$ cat config.mk
export PLATFORM = sky130hd
export DESIGN_NAME = chs_stream_fmt
export DESIGN_NICKNAME = d
export VERILOG_FILES = /design/src/rtl/chs_pkg.sv /design/src/rtl/chs_cfg_bank.sv /design/src/rtl/chs_pos_track.sv /design/src/rtl/chs_beat_pack.sv /design/src/rtl/chs_stream_fmt.sv
export SDC_FILE = /design/constraint.sdc
export NUM_CORES = 1
export LEC_CHECK = 0
export BUFFER_PORTS_ARGS = -buffer_cell sky130_fd_sc_hd__buf_2
export CORE_UTILIZATION = 44
export CTS_CLUSTER_DIAMETER = 100
export DETAILED_ROUTE_END_ITERATION = 8
export GPL_TIMING_DRIVEN = 0
export SLEW_MARGIN = 5
export SYNTH_ARGS = -nofsm -noshare
export SYNTH_HDL_FRONTEND = slang
export SYNTH_SLANG_ARGS = --single-unit
$ cat constraint.sdc
create_clock -name clk -period 2.3 [get_ports clk]
set_input_delay 0.345 -clock clk [delete_from_list [all_inputs] [get_ports clk]]
set_output_delay 0.345 -clock clk [all_outputs]
set_load 0.1 [all_outputs]
$ cat src/rtl/chs_pkg.sv
package chs_pkg;

    typedef enum logic [3:0] {
        PRE_NONE  = 4'h0,
        PRE_BLOCK = 4'h1,
        PRE_CH_A  = 4'h2,
        PRE_CH_B  = 4'h3
    } pre_code_e;

    localparam int BEAT_W     = 32;
    localparam int PRE_LSB    = 0;
    localparam int SAMPLE_LSB = 4;
    localparam int STATUS_BIT = 30;

endpackage

$ cat src/rtl/chs_cfg_bank.sv
module chs_cfg_bank #(
    parameter int FRAMES = 192,
    parameter int WORD_W = 32,
    parameter int ADDR_W = 3,
    parameter int FR_W   = 8
) (
    input  logic              clk,
    input  logic              rst_n,
    input  logic              wr_en,
    input  logic [ADDR_W-1:0] wr_addr,
    input  logic [WORD_W-1:0] wr_data,
    input  logic              capture,
    input  logic [FR_W-1:0]   frame_idx,
    output logic              status_bit
);

    typedef struct packed {
        logic [FRAMES-1:0] live;
        logic [FRAMES-1:0] held;
    } bank_t;

    bank_t bank_d, bank_q;

    always_comb begin
        bank_d = bank_q;
        for (int i = 0; i < FRAMES; i++) begin
            if (wr_en && (wr_addr == ADDR_W'(i / WORD_W))) begin
                bank_d.live[i] = wr_data[i % WORD_W];
            end
        end
        if (capture) begin
            bank_d.held = bank_q.live;
        end
    end

    always_ff @(posedge clk) begin
        if (!rst_n) begin
            bank_q <= '0;
        end else begin
            bank_q <= bank_d;
        end
    end

    assign status_bit = bank_q.held[frame_idx];

endmodule

$ cat src/rtl/chs_pos_track.sv
module chs_pos_track #(
    parameter int FRAMES = 192,
    parameter int CH_W   = 5,
    parameter int FR_W   = 8
) (
    input  logic            clk,
    input  logic            rst_n,
    input  logic            clear,
    input  logic            step,
    input  logic [CH_W-1:0] last_ch,
    output logic [CH_W-1:0] chan,
    output logic [FR_W-1:0] frame
);

    typedef struct packed {
        logic [CH_W-1:0] chan;
        logic [FR_W-1:0] frame;
    } pos_t;

    pos_t pos_d, pos_q;

    always_comb begin
        pos_d = pos_q;
        if (clear) begin
            pos_d = '0;
        end else if (step) begin
            if (pos_q.chan == last_ch) begin
                pos_d.chan  = '0;
                pos_d.frame = (pos_q.frame == FR_W'(FRAMES - 1)) ? '0
                                                                  : pos_q.frame + 1'b1;
            end else begin
                pos_d.chan = pos_q.chan + 1'b1;
            end
        end
    end

    always_ff @(posedge clk) begin
        if (!rst_n) begin
            pos_q <= '0;
        end else begin
            pos_q <= pos_d;
        end
    end

    assign chan  = pos_q.chan;
    assign frame = pos_q.frame;

endmodule

$ cat src/rtl/chs_beat_pack.sv
module chs_beat_pack
    import chs_pkg::*;
#(
    parameter int SAMPLE_W = 24,
    parameter int CH_W     = 5
) (
    input  logic [SAMPLE_W-1:0] sample,
    input  logic [CH_W-1:0]     chan,
    input  logic                first_frame,
    input  logic                status_bit,
    output logic [BEAT_W-1:0]   beat
);

    pre_code_e pre;

    always_comb begin
        if (first_frame && (chan == '0)) begin
            pre = PRE_BLOCK;
        end else if (chan[0]) begin
            pre = PRE_CH_B;
        end else begin
            pre = PRE_CH_A;
        end
        beat                            = '0;
        beat[PRE_LSB +: 4]              = pre;
        beat[SAMPLE_LSB +: SAMPLE_W]    = sample;
        beat[STATUS_BIT]                = status_bit;
    end

endmodule

$ cat src/rtl/chs_stream_fmt.sv
module chs_stream_fmt
    import chs_pkg::*;
#(
    parameter int  FRAMES   = 192,
    parameter int  SAMPLE_W = 24,
    parameter int  MAX_CH   = 32,
    parameter int  CFG_W    = 32,
    localparam int FR_W     = $clog2(FRAMES),
    localparam int CH_W     = $clog2(MAX_CH),
    localparam int NWORDS   = FRAMES / CFG_W,
    localparam int ADDR_W   = $clog2(NWORDS)
) (
    input  logic                clk,
    input  logic                rst_n,
    input  logic                enable,
    input  logic [CH_W:0]       cfg_nchan,
    input  logic                cs_wr_en,
    input  logic [ADDR_W-1:0]   cs_wr_addr,
    input  logic [CFG_W-1:0]    cs_wr_data,
    input  logic                smp_valid,
    output logic                smp_ready,
    input  logic [SAMPLE_W-1:0] smp_data,
    output logic [BEAT_W-1:0]   m_tdata,
    output logic                m_tvalid,
    input  logic                m_tready,
    output logic [CH_W-1:0]     m_tid
);

    typedef struct packed {
        logic              en_prev;
        logic              running;
        logic [CH_W-1:0]   last_ch;
        logic              tvalid;
        logic [BEAT_W-1:0] tdata;
        logic [CH_W-1:0]   tid;
    } ctl_t;

    ctl_t ctl_d, ctl_q;

    logic              start;
    logic              out_free;
    logic              accept;
    logic [CH_W-1:0]   cur_chan;
    logic [FR_W-1:0]   cur_frame;
    logic              cur_status;
    logic [BEAT_W-1:0] new_beat;
    logic [CH_W-1:0]   clamped_last;

    assign start    = enable && !ctl_q.en_prev;
    assign out_free = !ctl_q.tvalid || m_tready;
    assign smp_ready = ctl_q.running && enable && out_free;
    assign accept   = smp_ready && smp_valid;

    always_comb begin
        if (cfg_nchan < (CH_W+1)'(2)) begin
            clamped_last = CH_W'(1);
        end else if (cfg_nchan > (CH_W+1)'(MAX_CH)) begin
            clamped_last = CH_W'(MAX_CH - 1);
        end else begin
            clamped_last = CH_W'(cfg_nchan - 1'b1);
        end
    end

    chs_cfg_bank #(
        .FRAMES (FRAMES),
        .WORD_W (CFG_W),
        .ADDR_W (ADDR_W),
        .FR_W   (FR_W)
    ) bank_i (
        .clk        (clk),
        .rst_n      (rst_n),
        .wr_en      (cs_wr_en),
        .wr_addr    (cs_wr_addr),
        .wr_data    (cs_wr_data),
        .capture    (start),
        .frame_idx  (cur_frame),
        .status_bit (cur_status)
    );

    chs_pos_track #(
        .FRAMES (FRAMES),
        .CH_W   (CH_W),
        .FR_W   (FR_W)
    ) pos_i (
        .clk     (clk),
        .rst_n   (rst_n),
        .clear   (!enable),
        .step    (accept),
        .last_ch (ctl_q.last_ch),
        .chan    (cur_chan),
        .frame   (cur_frame)
    );

    chs_beat_pack #(
        .SAMPLE_W (SAMPLE_W),
        .CH_W     (CH_W)
    ) pack_i (
        .sample      (smp_data),
        .chan        (cur_chan),
        .first_frame (cur_frame == '0),
        .status_bit  (cur_status),
        .beat        (new_beat)
    );

    always_comb begin
        ctl_d         = ctl_q;
        ctl_d.en_prev = enable;
        ctl_d.running = enable && (ctl_q.running || start);
        if (start) begin
            ctl_d.last_ch = clamped_last;
        end
        if (!enable) begin
            ctl_d.tvalid = 1'b0;
        end else if (accept) begin
            ctl_d.tvalid = 1'b1;
            ctl_d.tdata  = new_beat;
            ctl_d.tid    = cur_chan;
        end else if (m_tready) begin
            ctl_d.tvalid = 1'b0;
        end
    end

    always_ff @(posedge clk) begin
        if (!rst_n) begin
            ctl_q         <= '0;
            ctl_q.en_prev <= 1'b1;
        end else begin
            ctl_q <= ctl_d;
        end
    end

    assign m_tvalid = ctl_q.tvalid;
    assign m_tdata  = ctl_q.tdata;
    assign m_tid    = ctl_q.tid;

endmodule

== Word-level counts from Yosys, hierarchy flattened ==
Cells that the tools add are included.
W data, S select, Z words.

* Bits in registers: 439
* Input port bits: 71
* Word-level logic and storage cells: 61

* $add $sub $neg: 3
* Magnitude comparators: 3
* Eq/ne operators: 7
* Multiplexer cells: 10
* Reductions and logical operators: 23

{| class="wikitable"
|+ Operators with widths
! operator !! number
|-
| $mux W5 || 3
|-
| $logic_and A1 B1 Y1 || 12
|-
| $lt A8 B9 Y1 const B || 1
|-
| $add A8 B1 Y8 const B || 1
|-
| $bmux W1 S8 || 1
|-
| $eq A8 B8 Y1 const B || 1
|-
| $logic_not A8 Y1 || 1
|-
| $mux W8 || 1
|-
| $eq A3 B2 Y1 const B || 2
|-
| $eq A3 B3 Y1 const B || 2
|-
| $gt A6 B6 Y1 const B || 1
|-
| $lt A6 B2 Y1 const B || 1
|-
| $reduce_and A2 Y1 || 3
|-
| $add A5 B1 Y5 const B || 1
|-
| $eq A5 B5 Y1 || 1
|-
| $logic_not A5 Y1 || 1
|-
| $sub A5 B1 Y5 const B || 1
|-
| $mux W1 || 4
|-
| $mux W4 || 1
|-
| $eq A3 B1 Y1 const B || 1
|-
| $logic_not A3 Y1 || 1
|-
| $logic_not A1 Y1 || 2
|-
| $logic_or A1 B1 Y1 || 2
|-
| $reduce_bool A2 Y1 || 1
|}

== Logic depth before layout (Yosys ltp) ==
Gate-level depths: netlist (run 1).

* Word-level depth: 5
* Depth in mapped cells: 11

== Modules after synthesis ==
A second synthesis (run 1) with hierarchy kept.

* Cell total of the unflattened synthesis: 1,950
* Area, all modules: 18,805.5 um^2

{| class="wikitable"
|+ Modules (own cells, without submodules)
! module !! instances !! cells each !! area an instance (um^2)
|-
| chs_cfg_bank || 1 || 1,591 || 15,780.1
|-
| chs_stream_fmt || 1 || 245 || 2,045.7
|-
| chs_pos_track || 1 || 80 || 726.9
|-
| chs_beat_pack || 1 || 34 || 252.7
|}

== Worst setup path after synthesis (run 1) ==
Ideal clock, no wire load.

* Path type: reg2reg
* Start: reg pos_i.pos_q (netlist bit pos_i.frame[0])
* End: reg ctl_q (netlist bit m_tdata[30])
* Arrival: 2,013 ps
* Path slack: 154 ps
* Cell stages (with the launch flop): 10
* Buffers on the path: 3
* Period minus slack after synthesis: 2,146 ps
* Path through: dfxtp_1 buf_6 buf_12 buf_12 mux4_2 mux2_4 o21ai_2 nand3_1 a311oi_2 o221ai_1

* Longest elaborated chain between the ends: 2

{| class="wikitable"
|+ RTL lines
! what !! RTL line !! RTL
|-
| start: declaration || chs_pos_track.sv:20 || <nowiki>pos_t pos_d, pos_q;</nowiki>
|-
| start signal: assignment || chs_pos_track.sv:41 || <nowiki>pos_q <= pos_d;</nowiki>
|-
| $bmux W1 S8 || chs_cfg_bank.sv:44 || <nowiki>assign status_bit = bank_q.held[frame_idx];</nowiki>
|-
| $mux W1 (not written as such) || chs_cfg_bank.sv:44 ||
|-
| end signal: assignment || chs_stream_fmt.sv:128 || <nowiki>ctl_q <= ctl_d;</nowiki>
|-
| end: declaration || chs_stream_fmt.sv:38 || <nowiki>ctl_t ctl_d, ctl_q;</nowiki>
|}

Every way passes these cells. The select of a mux whose other input is x is not followed.
A chain may end at the register's enable or synchronous reset.

== Worst setup path after layout (run 1) ==
Same ends and word-level chain as after synthesis.

==> results of run 1 <==
==> registers in the layout, indices dropped and copies added, names as in the netlist <==
signal         cells
m_tvalid           1
ctl_q              7
m_tid              5
pos_i.frame        8
bank_i.bank_q    384
pos_i.chan         5
m_tdata           27
==> per-layer routing <==
metal  vias up  track usage, %
met5         -               0
met2       476            42.4
met1      7017            35.2
li1       7385               -
met4         0            15.5
met3       130            5.61
==> how the worst max path moves through the flow <==
stage / depth (start not counted) / slack, ps / to
6_report: 8 / -190 / m_tdata[30]
5_1_grt: 8 / -210 / m_tdata[30]
4_1_cts: 8 / -160 / m_tdata[30]
3_5_place_dp: 9 / -620 / m_tdata[30]
3_3_place_gp: 9 / -620 / m_tdata[30]
2_1_floorplan: 9 / 150 / m_tdata[30]
==> cells by family after synthesis <==
logic type                 Yosys count  share of synthesized area [%]
muxes                               70                           7.04
buffers and inverters              212                           5.57
other                                1                         0.0204
DFF                                437                           47.7
adders and majority gates            5                          0.341
and+or+nand+nor                    924                           19.6
xor gates and xnor gates            16                          0.764
AOI/OAI and AO/OA                  468                           19.0
==> what timing repair did <==
item                                   in CTS  in global routing
cloned                                      1                  0
pin swaps                                   2                  2
endpoints found under the hold margin      20                  0
setup buffers                               4                  0
resized for setup                          31                 20
hold buffers                               20                  0
setup endpoints to repair                 116                 77
==> power by group <==
group	internal (mW)	switching [mW]
clock network	4.71	3.17
registers	7.66	0.0501
logic	0.281	0.646
==> cells in the final DEF, fill, tap and decap left out, types with 16 or more instances in the layout <==
master                          synthesis  final
sky130_fd_sc_hd__nand2_1              845    844
sky130_fd_sc_hd__dfxtp_1              437    434
sky130_fd_sc_hd__a21boi_0             414    414
sky130_fd_sc_hd__clkbuf_1             138    140
sky130_fd_sc_hd__buf_2                  5    104
sky130_fd_sc_hd__clkbuf_16              0     49
sky130_fd_sc_hd__buf_4                 44     42
sky130_fd_sc_hd__mux4_2                31     36
sky130_fd_sc_hd__nor2_1                20     20
sky130_fd_sc_hd__dlygate4sd3_1          0     20
sky130_fd_sc_hd__mux2i_1               23     19
sky130_fd_sc_hd__clkbuf_8               0     19
sky130_fd_sc_hd__nor3_1                16     16
==> through the flow <==
stage / cell area [um^2] / hold slack [ps] / setup WS (ps) / utilization (%) / power, mW
4_1_cts: 21500 / 2.39 / -157 / 52.4 / 16.6
6_report: 21600 / 30.0 / -189 / 52.6 / 16.5
5_1_grt: 21600 / 29.0 / -211 / 52.6 / 17.0
3_3_place_gp: 19500 / 432 / -619 / 47.6 / 8.76
3_5_place_dp: 19500 / 447 / -622 / 47.6 / 8.77
2_1_floorplan: 18400 / 421 / 154 / - / 8.36
==> critical path, delay by kind of cell, from the launching register on <==
kind | cells | cell delay (ps)
flops | 1 | 350
simple gates | 1 | 70
compound gates | 2 | 260
buf+inv | 2 | 310
mux | 3 | 1360
==> layout make-up <==
type / count / area, um^2 / share of cell area (%)
Buffer: 199 / 1070 / 4.94
Clock inverter: 11 / 119 / 0.551
Timing Repair Buffer: 126 / 776 / 3.60
Sequential cell: 437 / 8750 / 40.6
Tap cell: 532 / 666 / 3.09
Multi-Input combinational cell: 1488 / 8630 / 40.0
Antenna cell: 1 / 2.50 / 0.0116
Inverter: 12 / 45.0 / 0.209
Clock buffer: 77 / 1510 / 7.01
==> impl_metrics.prom, run 1 <==
# TYPE chip_impl_metric gauge
chip_impl_metric{name="final_cells",unit=""} 2883
chip_impl_info{name="status",value="finished, violations left"} 1
chip_impl_metric{name="path_clk_slew",unit="ps"} 60
chip_impl_info{name="worst_setup_path_startpoint",value="pos_i.frame[0]"} 1
chip_impl_metric{name="routed-wl-met2",unit="um"} 24800
chip_impl_metric{name="syn-mean-instance-area",unit="um^2"} 8.60
chip_impl_metric{name="final_max_slew_viol_count",unit=""} 0
chip_impl_metric{name="synthesis.instances",unit=""} 2133
chip_impl_metric{name="drt_pre_antenna_iters",unit=""} 7
chip_impl_metric{name="hpwlAfterDp",unit="um"} 38400
chip_impl_metric{name="layout_cells_sized_above_1",unit="%"} 12.9
chip_impl_metric{name="cts_inserted_buffers",unit=""} 48
chip_impl_metric{name="whs_path_depth",unit=""} 3
chip_impl_metric{name="design.final.nets",unit=""} 2388
chip_impl_metric{name="floorplan.initialDensity",unit="%"} 44.7
chip_impl_metric{name="areaGrowthSynthToFinish",unit="%"} 17.5
chip_impl_info{name="synth_common_cells",value="845 x sky130_fd_sc_hd__nand2_1, 437 x sky130_fd_sc_hd__dfxtp_1, 414 x sky130_fd_sc_hd__a21boi_0"} 1
chip_impl_metric{name="buffer_ports.inserted",unit=""} 101
chip_impl_metric{name="synth_cell_type_count",unit=""} 54
chip_impl_metric{name="synth_area",unit="mm^2"} 0.0183
chip_impl_metric{name="dieHeight",unit="um"} 206
chip_impl_metric{name="rrSetupSlack",unit="ps"} -190
chip_impl_info{name="critical_path.reg2reg.endpoint",value="m_tdata[30]"} 1
chip_impl_metric{name="seq_area_frac_synth",unit="%"} 47.7
chip_impl_metric{name="timing.final.hold_violations",unit=""} 0
chip_impl_metric{name="antenna_found_initial",unit=""} 1
chip_impl_metric{name="overall_routed_net_length",unit="um"} 56500
chip_impl_metric{name="power_per_cell_area",unit="mW/mm^2"} 766
chip_impl_metric{name="finalSetupTns",unit="ps"} -189
chip_impl_info{name="synth_most_common_cell",value="sky130_fd_sc_hd__nand2_1"} 1
chip_impl_metric{name="drc",unit=""} 54
chip_impl_metric{name="synth.yosys.warnings",unit=""} 0
chip_impl_metric{name="post_route_clock_skew",unit="ps"} 21.8
chip_impl_metric{name="pin_count_of_the_biggest_net_entering_global_routing",unit=""} 14
chip_impl_metric{name="met3_wirelength",unit="um"} 4330
chip_impl_info{name="synth.largest_area_cell",value="sky130_fd_sc_hd__dfxtp_1"} 1
chip_impl_metric{name="synth_top_cell_area_share",unit="%"} 47.7
chip_impl_info{name="cts_tree",value="built"} 1
chip_impl_metric{name="clock_sink_count",unit=""} 437
chip_impl_metric{name="dieArea",unit="mm^2"} 0.0425
chip_impl_metric{name="timing.final.crit_share",unit="%"} 108
chip_impl_metric{name="top_level_ports",unit=""} 110
chip_impl_metric{name="postSynth.asyncResetShare",unit="%"} 0
chip_impl_metric{name="wl_per_cell",unit="um"} 19.6
chip_impl_metric{name="global_placement_routability_congestion",unit=""} 0.862
chip_impl_info{name="timing.critical_path.to_type",value="register"} 1
chip_impl_metric{name="critical_path_required",unit="ps"} 2760
chip_impl_metric{name="timing.final.setup_violations",unit=""} 1
chip_impl_metric{name="cts.path.max_buffers",unit=""} 3
chip_impl_info{name="worstHoldStart",value="smp_data[9]"} 1
chip_impl_info{name="setup_repair_after_global_routing_missed_its_margin",value="true"} 1
chip_impl_metric{name="num_vias",unit=""} 15000
chip_impl_info{name="worst-setup-path-type",value="reg2reg"} 1
chip_impl_metric{name="clock_tree.htree_level_count",unit=""} 2
chip_impl_metric{name="grt_use_total",unit="%"} 27.3
chip_impl_metric{name="period_minus_slack",unit="ps"} 2490
chip_impl_info{name="clk_root_buffer_cell",value="sky130_fd_sc_hd__clkbuf_16"} 1
chip_impl_metric{name="worst_skew_late_latency",unit="ps"} 580
chip_impl_metric{name="first_global_vias",unit=""} 14300
chip_impl_info{name="holdPathEnd",value="m_tdata[13]"} 1
chip_impl_metric{name="slew-limit-headroom",unit="%"} 44.8
chip_impl_info{name="worst_r2r_startpoint",value="pos_i.frame[0]"} 1
chip_impl_metric{name="number_of_cell_instances_on_the_worst_register_to_register_path",unit=""} 8
chip_impl_metric{name="synth.ff_latch_count",unit=""} 437
chip_impl_metric{name="detailedRoute.firstIterationViolations",unit=""} 1191
chip_impl_metric{name="drv.max_cap_violation_count",unit=""} 0
chip_impl_metric{name="antenna_left",unit=""} 0
chip_impl_metric{name="met1Wirelength",unit="um"} 24300
chip_impl_metric{name="grt_pass1_wl",unit="um"} 85400
chip_impl_metric{name="grt.overflow.total",unit=""} 0
chip_impl_metric{name="fmax_achieved",unit="GHz"} 0.402
chip_impl_metric{name="actual_slew_at_the_worst_max_slew_pin",unit="ps"} 827
chip_impl_metric{name="final.fill_count",unit=""} 3888
chip_impl_info{name="yosys-top-cells-area",value="sky130_fd_sc_hd__dfxtp_1 48%, sky130_fd_sc_hd__nand2_1 17%, sky130_fd_sc_hd__a21boi_0 17%"} 1
chip_impl_info{name="violated_checks",value="DRC, setup timing"} 1
chip_impl_metric{name="die_w",unit="um"} 206
chip_impl_info{name="highest_metal_layer_with_signal_wires",value="met4"} 1
chip_impl_metric{name="synth_edf_count",unit=""} 0
chip_impl_info{name="hp-class",value="in2reg"} 1
chip_impl_info{name="critical_path.cell_chain",value="buf_12 -> buf_16 -> mux4_2 -> mux4_2 -> mux2i_2 -> nor2b_1 -> o21ai_1 -> o221ai_1"} 1
chip_impl_info{name="path_common_cell",value="sky130_fd_sc_hd__mux4_2"} 1
chip_impl_metric{name="place_inst",unit=""} 2770
chip_impl_info{name="worst_setup_path_start_kind",value="register"} 1
chip_impl_metric{name="cp_data_arrival_time",unit="ps"} 2940
chip_impl_metric{name="floorplan.core_area",unit="mm^2"} 0.0410
chip_impl_metric{name="critical-path-max-stage-delay",unit="ps"} 580
chip_impl_metric{name="avgViaCountPerCell",unit=""} 5.21
chip_impl_metric{name="crit_fanout",unit=""} 5
chip_impl_metric{name="power.leakage",unit="nW"} 7.30
chip_impl_metric{name="finalWorstSetupSlack",unit="ps"} -189
chip_impl_metric{name="rows",unit=""} 74
chip_impl_info{name="most_used_flip_flop_cell_after_synthesis",value="sky130_fd_sc_hd__dfxtp_1"} 1
chip_impl_info{name="critPathSlowestCell",value="sky130_fd_sc_hd__mux4_2"} 1
chip_impl_metric{name="irDropWorstVdd",unit="V"} 0.000478
No activity file was read; power rests on OpenSTA's default activity.
==> inputs of run 2 (changes only) <==
CORE_UTILIZATION = 40   (was 44)
==> impl_metrics.prom, run 2 (synthesis gave the netlist of run 1 again) <==
# TYPE chip_impl_metric gauge
chip_impl_metric{name="num_vias",unit=""} 15000
chip_impl_metric{name="finalWorstSetupSlack",unit="ps"} -125
chip_impl_metric{name="critical-path-max-stage-delay",unit="ps"} 550
chip_impl_metric{name="grt_pass1_wl",unit="um"} 85700
chip_impl_info{name="setup_repair_after_global_routing_missed_its_margin",value="true"} 1
chip_impl_metric{name="floorplan.initialDensity",unit="%"} 40.5
chip_impl_metric{name="top_level_ports",unit=""} 110
chip_impl_metric{name="overall_routed_net_length",unit="um"} 56600
chip_impl_metric{name="critical_path_required",unit="ps"} 2750
chip_impl_metric{name="grt.overflow.total",unit=""} 0
chip_impl_info{name="critical-path-top-delay-family",value="multiplexers"} 1
chip_impl_metric{name="timing.final.crit_share",unit="%"} 105
chip_impl_info{name="critPathCapture",value="m_tdata[30]"} 1
chip_impl_metric{name="number_of_cell_instances_on_the_worst_register_to_register_path",unit=""} 9
chip_impl_metric{name="grt_use_total",unit="%"} 24.4
chip_impl_info{name="path_common_cell",value="sky130_fd_sc_hd__buf_12"} 1
chip_impl_metric{name="floorplan.core_area",unit="mm^2"} 0.0453
chip_impl_metric{name="first_global_vias",unit=""} 14200
chip_impl_metric{name="buffer_ports.inserted",unit=""} 101
chip_impl_metric{name="fmax_achieved",unit="GHz"} 0.412
chip_impl_metric{name="multi_input_area",unit="mm^2"} 0.00862
chip_impl_metric{name="power_per_cell_area",unit="mW/mm^2"} 767
chip_impl_metric{name="dieArea",unit="mm^2"} 0.0467
chip_impl_info{name="worst-setup-path-type",value="reg2reg"} 1
chip_impl_metric{name="clock_sink_count",unit=""} 437
chip_impl_metric{name="global_placement_routability_congestion",unit=""} 0.851
chip_impl_metric{name="place_inst",unit=""} 2838
chip_impl_metric{name="clock_tree.htree_level_count",unit=""} 2
chip_impl_metric{name="power",unit="mW"} 16.6
chip_impl_info{name="hp-class",value="in2reg"} 1
chip_impl_info{name="critical_path.cell_chain",value="buf_12 -> buf_12 -> buf_12 -> mux4_2 -> mux2_4 -> o21ai_2 -> nand3_2 -> a311oi_2 -> o221ai_1"} 1
chip_impl_metric{name="cts.path.max_buffers",unit=""} 3
chip_impl_metric{name="finalSetupTns",unit="ps"} -125
chip_impl_info{name="worst_setup_path_startpoint",value="pos_i.frame[0]"} 1
chip_impl_metric{name="cp.buffers_inverters",unit=""} 3
chip_impl_metric{name="worst_skew_late_latency",unit="ps"} 590
chip_impl_info{name="critPathSlowestCell",value="sky130_fd_sc_hd__mux4_2"} 1
chip_impl_metric{name="pin_count_of_the_biggest_net_entering_global_routing",unit=""} 14
chip_impl_info{name="final_common_cell",value="sky130_fd_sc_hd__nand2_1"} 1
chip_impl_metric{name="drt_pre_antenna_iters",unit=""} 5
chip_impl_info{name="worst_r2r_startpoint",value="pos_i.frame[0]"} 1
chip_impl_metric{name="antenna_left",unit=""} 0
chip_impl_metric{name="slew-limit-headroom",unit="%"} 39.6
chip_impl_metric{name="drv.max_cap_violation_count",unit=""} 0
chip_impl_metric{name="avgViaCountPerCell",unit=""} 5.09
chip_impl_metric{name="worstSetupPathDepth",unit=""} 9
chip_impl_metric{name="detailedRoute.firstIterationViolations",unit=""} 1094
chip_impl_metric{name="design.final.nets",unit=""} 2390
chip_impl_metric{name="cts_inserted_buffers",unit=""} 48
chip_impl_info{name="clk_root_buffer_cell",value="sky130_fd_sc_hd__clkbuf_16"} 1
chip_impl_metric{name="crit_fanout",unit=""} 10
chip_impl_metric{name="timing.final.setup_violations",unit=""} 1
chip_impl_metric{name="irDropWorstVdd",unit="V"} 0.000594
chip_impl_info{name="timing.critical_path.to_type",value="register"} 1
chip_impl_metric{name="layout_cells_sized_above_1",unit="%"} 13.0
chip_impl_info{name="status",value="finished, violations left"} 1
chip_impl_info{name="violated_checks",value="setup timing"} 1
chip_impl_metric{name="period_minus_slack",unit="ps"} 2420
chip_impl_metric{name="post_route_clock_skew",unit="ps"} 20.3
chip_impl_metric{name="hpwlAfterDp",unit="um"} 38700
chip_impl_metric{name="path_clk_slew",unit="ps"} 60
chip_impl_metric{name="rrSetupSlack",unit="ps"} -120
chip_impl_metric{name="wl_per_cell",unit="um"} 19.2
chip_impl_metric{name="dieHeight",unit="um"} 216
chip_impl_metric{name="power.leakage",unit="nW"} 7.32
chip_impl_metric{name="antenna_found_initial",unit=""} 2
chip_impl_info{name="registers.top_by_ff_count",value="bank_i.bank_q"} 1
chip_impl_metric{name="timing.final.hold_violations",unit=""} 0
chip_impl_info{name="worst_setup_path_start_kind",value="register"} 1
chip_impl_metric{name="final_max_slew_viol_count",unit=""} 0
chip_impl_metric{name="actual_slew_at_the_worst_max_slew_pin",unit="ps"} 899
chip_impl_info{name="layout.cells.most_common_list",value="844 x sky130_fd_sc_hd__nand2_1, 433 x sky130_fd_sc_hd__dfxtp_1, 414 x sky130_fd_sc_hd__a21boi_0, 138 x sky130_fd_sc_hd__clkbuf_1, 104 x sky130_fd_sc_hd__buf_2"} 1
chip_impl_metric{name="largest_reg_flops",unit=""} 384
chip_impl_metric{name="die_w",unit="um"} 216
chip_impl_metric{name="rows",unit=""} 78
chip_impl_metric{name="drc",unit=""} 0
chip_impl_metric{name="hold_slack",unit="ps"} 24.3
chip_impl_metric{name="final.fill_count",unit=""} 4406
chip_impl_info{name="critical_path.reg2reg.endpoint",value="m_tdata[30]"} 1
chip_impl_metric{name="cp_data_arrival_time",unit="ps"} 2880
chip_impl_metric{name="areaGrowthSynthToFinish",unit="%"} 18.1
chip_impl_metric{name="sequential_cell_area",unit="mm^2"} 0.00875
chip_impl_metric{name="final_cells",unit=""} 2954
chip_impl_info{name="cts_tree",value="built"} 1
run 2: stage by stage:
step,setup slack (ps),area [um^2],utilization [%]
after floorplan,154,18400,-
after global placement,-608,19600,43.3
after detailed placement,-639,19600,43.3
after CTS,-203,21700,47.9
after global routing,-173,21700,47.9
final,-125,21700,47.9
run 2: how the worst min path moves through the flow:
| stage | to | slack [ps] | cells past startpoint | from |
|---|---|---|---|---|
| CTS | m_tdata[5] | 0.4 | 3 | smp_data[1] |
| floorplan | ctl_q[43] | 420 | 1 | ctl_q[44] |
| finish | m_tdata[25] | 20 | 3 | smp_data[21] |
| detailed placement | ctl_q[43] | 450 | 1 | ctl_q[44] |
| global route | m_tdata[5] | 30 | 3 | smp_data[1] |
| global placement | ctl_q[43] | 430 | 1 | ctl_q[44] |
run 2: metal layers:
metal / GRT usage, % / vias to the layer above / part of all wire [%]
li1: - / 7400 / -
met1: 32.0 / 7112 / 44
met2: 39.4 / 425 / 45
met3: 5.01 / 94 / 6.8
met4: 9.15 / 0 / 3.5
met5: 0 / - / 0
run 2: worst reg2reg max path, delay by kind of cell (launching register included):
kind	cells	cell delay (ps)
AOI/OAI and AO/OA	3	550
and+or+nand+nor	1	120
muxes	2	830
DFF	1	360
buffers and inverters	3	440
run 2: report_power, final:
| part | switching (mW) | total [mW] | leakage [nW] | internal, mW |
|---|---|---|---|---|
| Sequential | 0.0484 | 7.71 | 3.53 | 7.66 |
| Clock | 3.17 | 7.97 | 0.826 | 4.80 |
| Combinational | 0.651 | 0.934 | 2.97 | 0.284 |
run 2: layout make-up:
class	instances	share of cell area, %
inverters	12	0.225
multi-input cells	1488	39.8
clock inverters	14	0.750
diodes	1	0.0115
well taps	600	3.46
clock buffers	75	6.90
repair buffers	129	3.72
flip-flops and latches	437	40.4
plain buffers	198	4.79
run 2: timing repair:
action                                  CTS  global route
buffers inserted                          6             0
cloned                                    1             0
pin swaps                                 1             3
hold buffers                             22             0
hold endpoints to repair                 22             0
gates resized for setup                  36            20
endpoints found under the setup margin  125            29
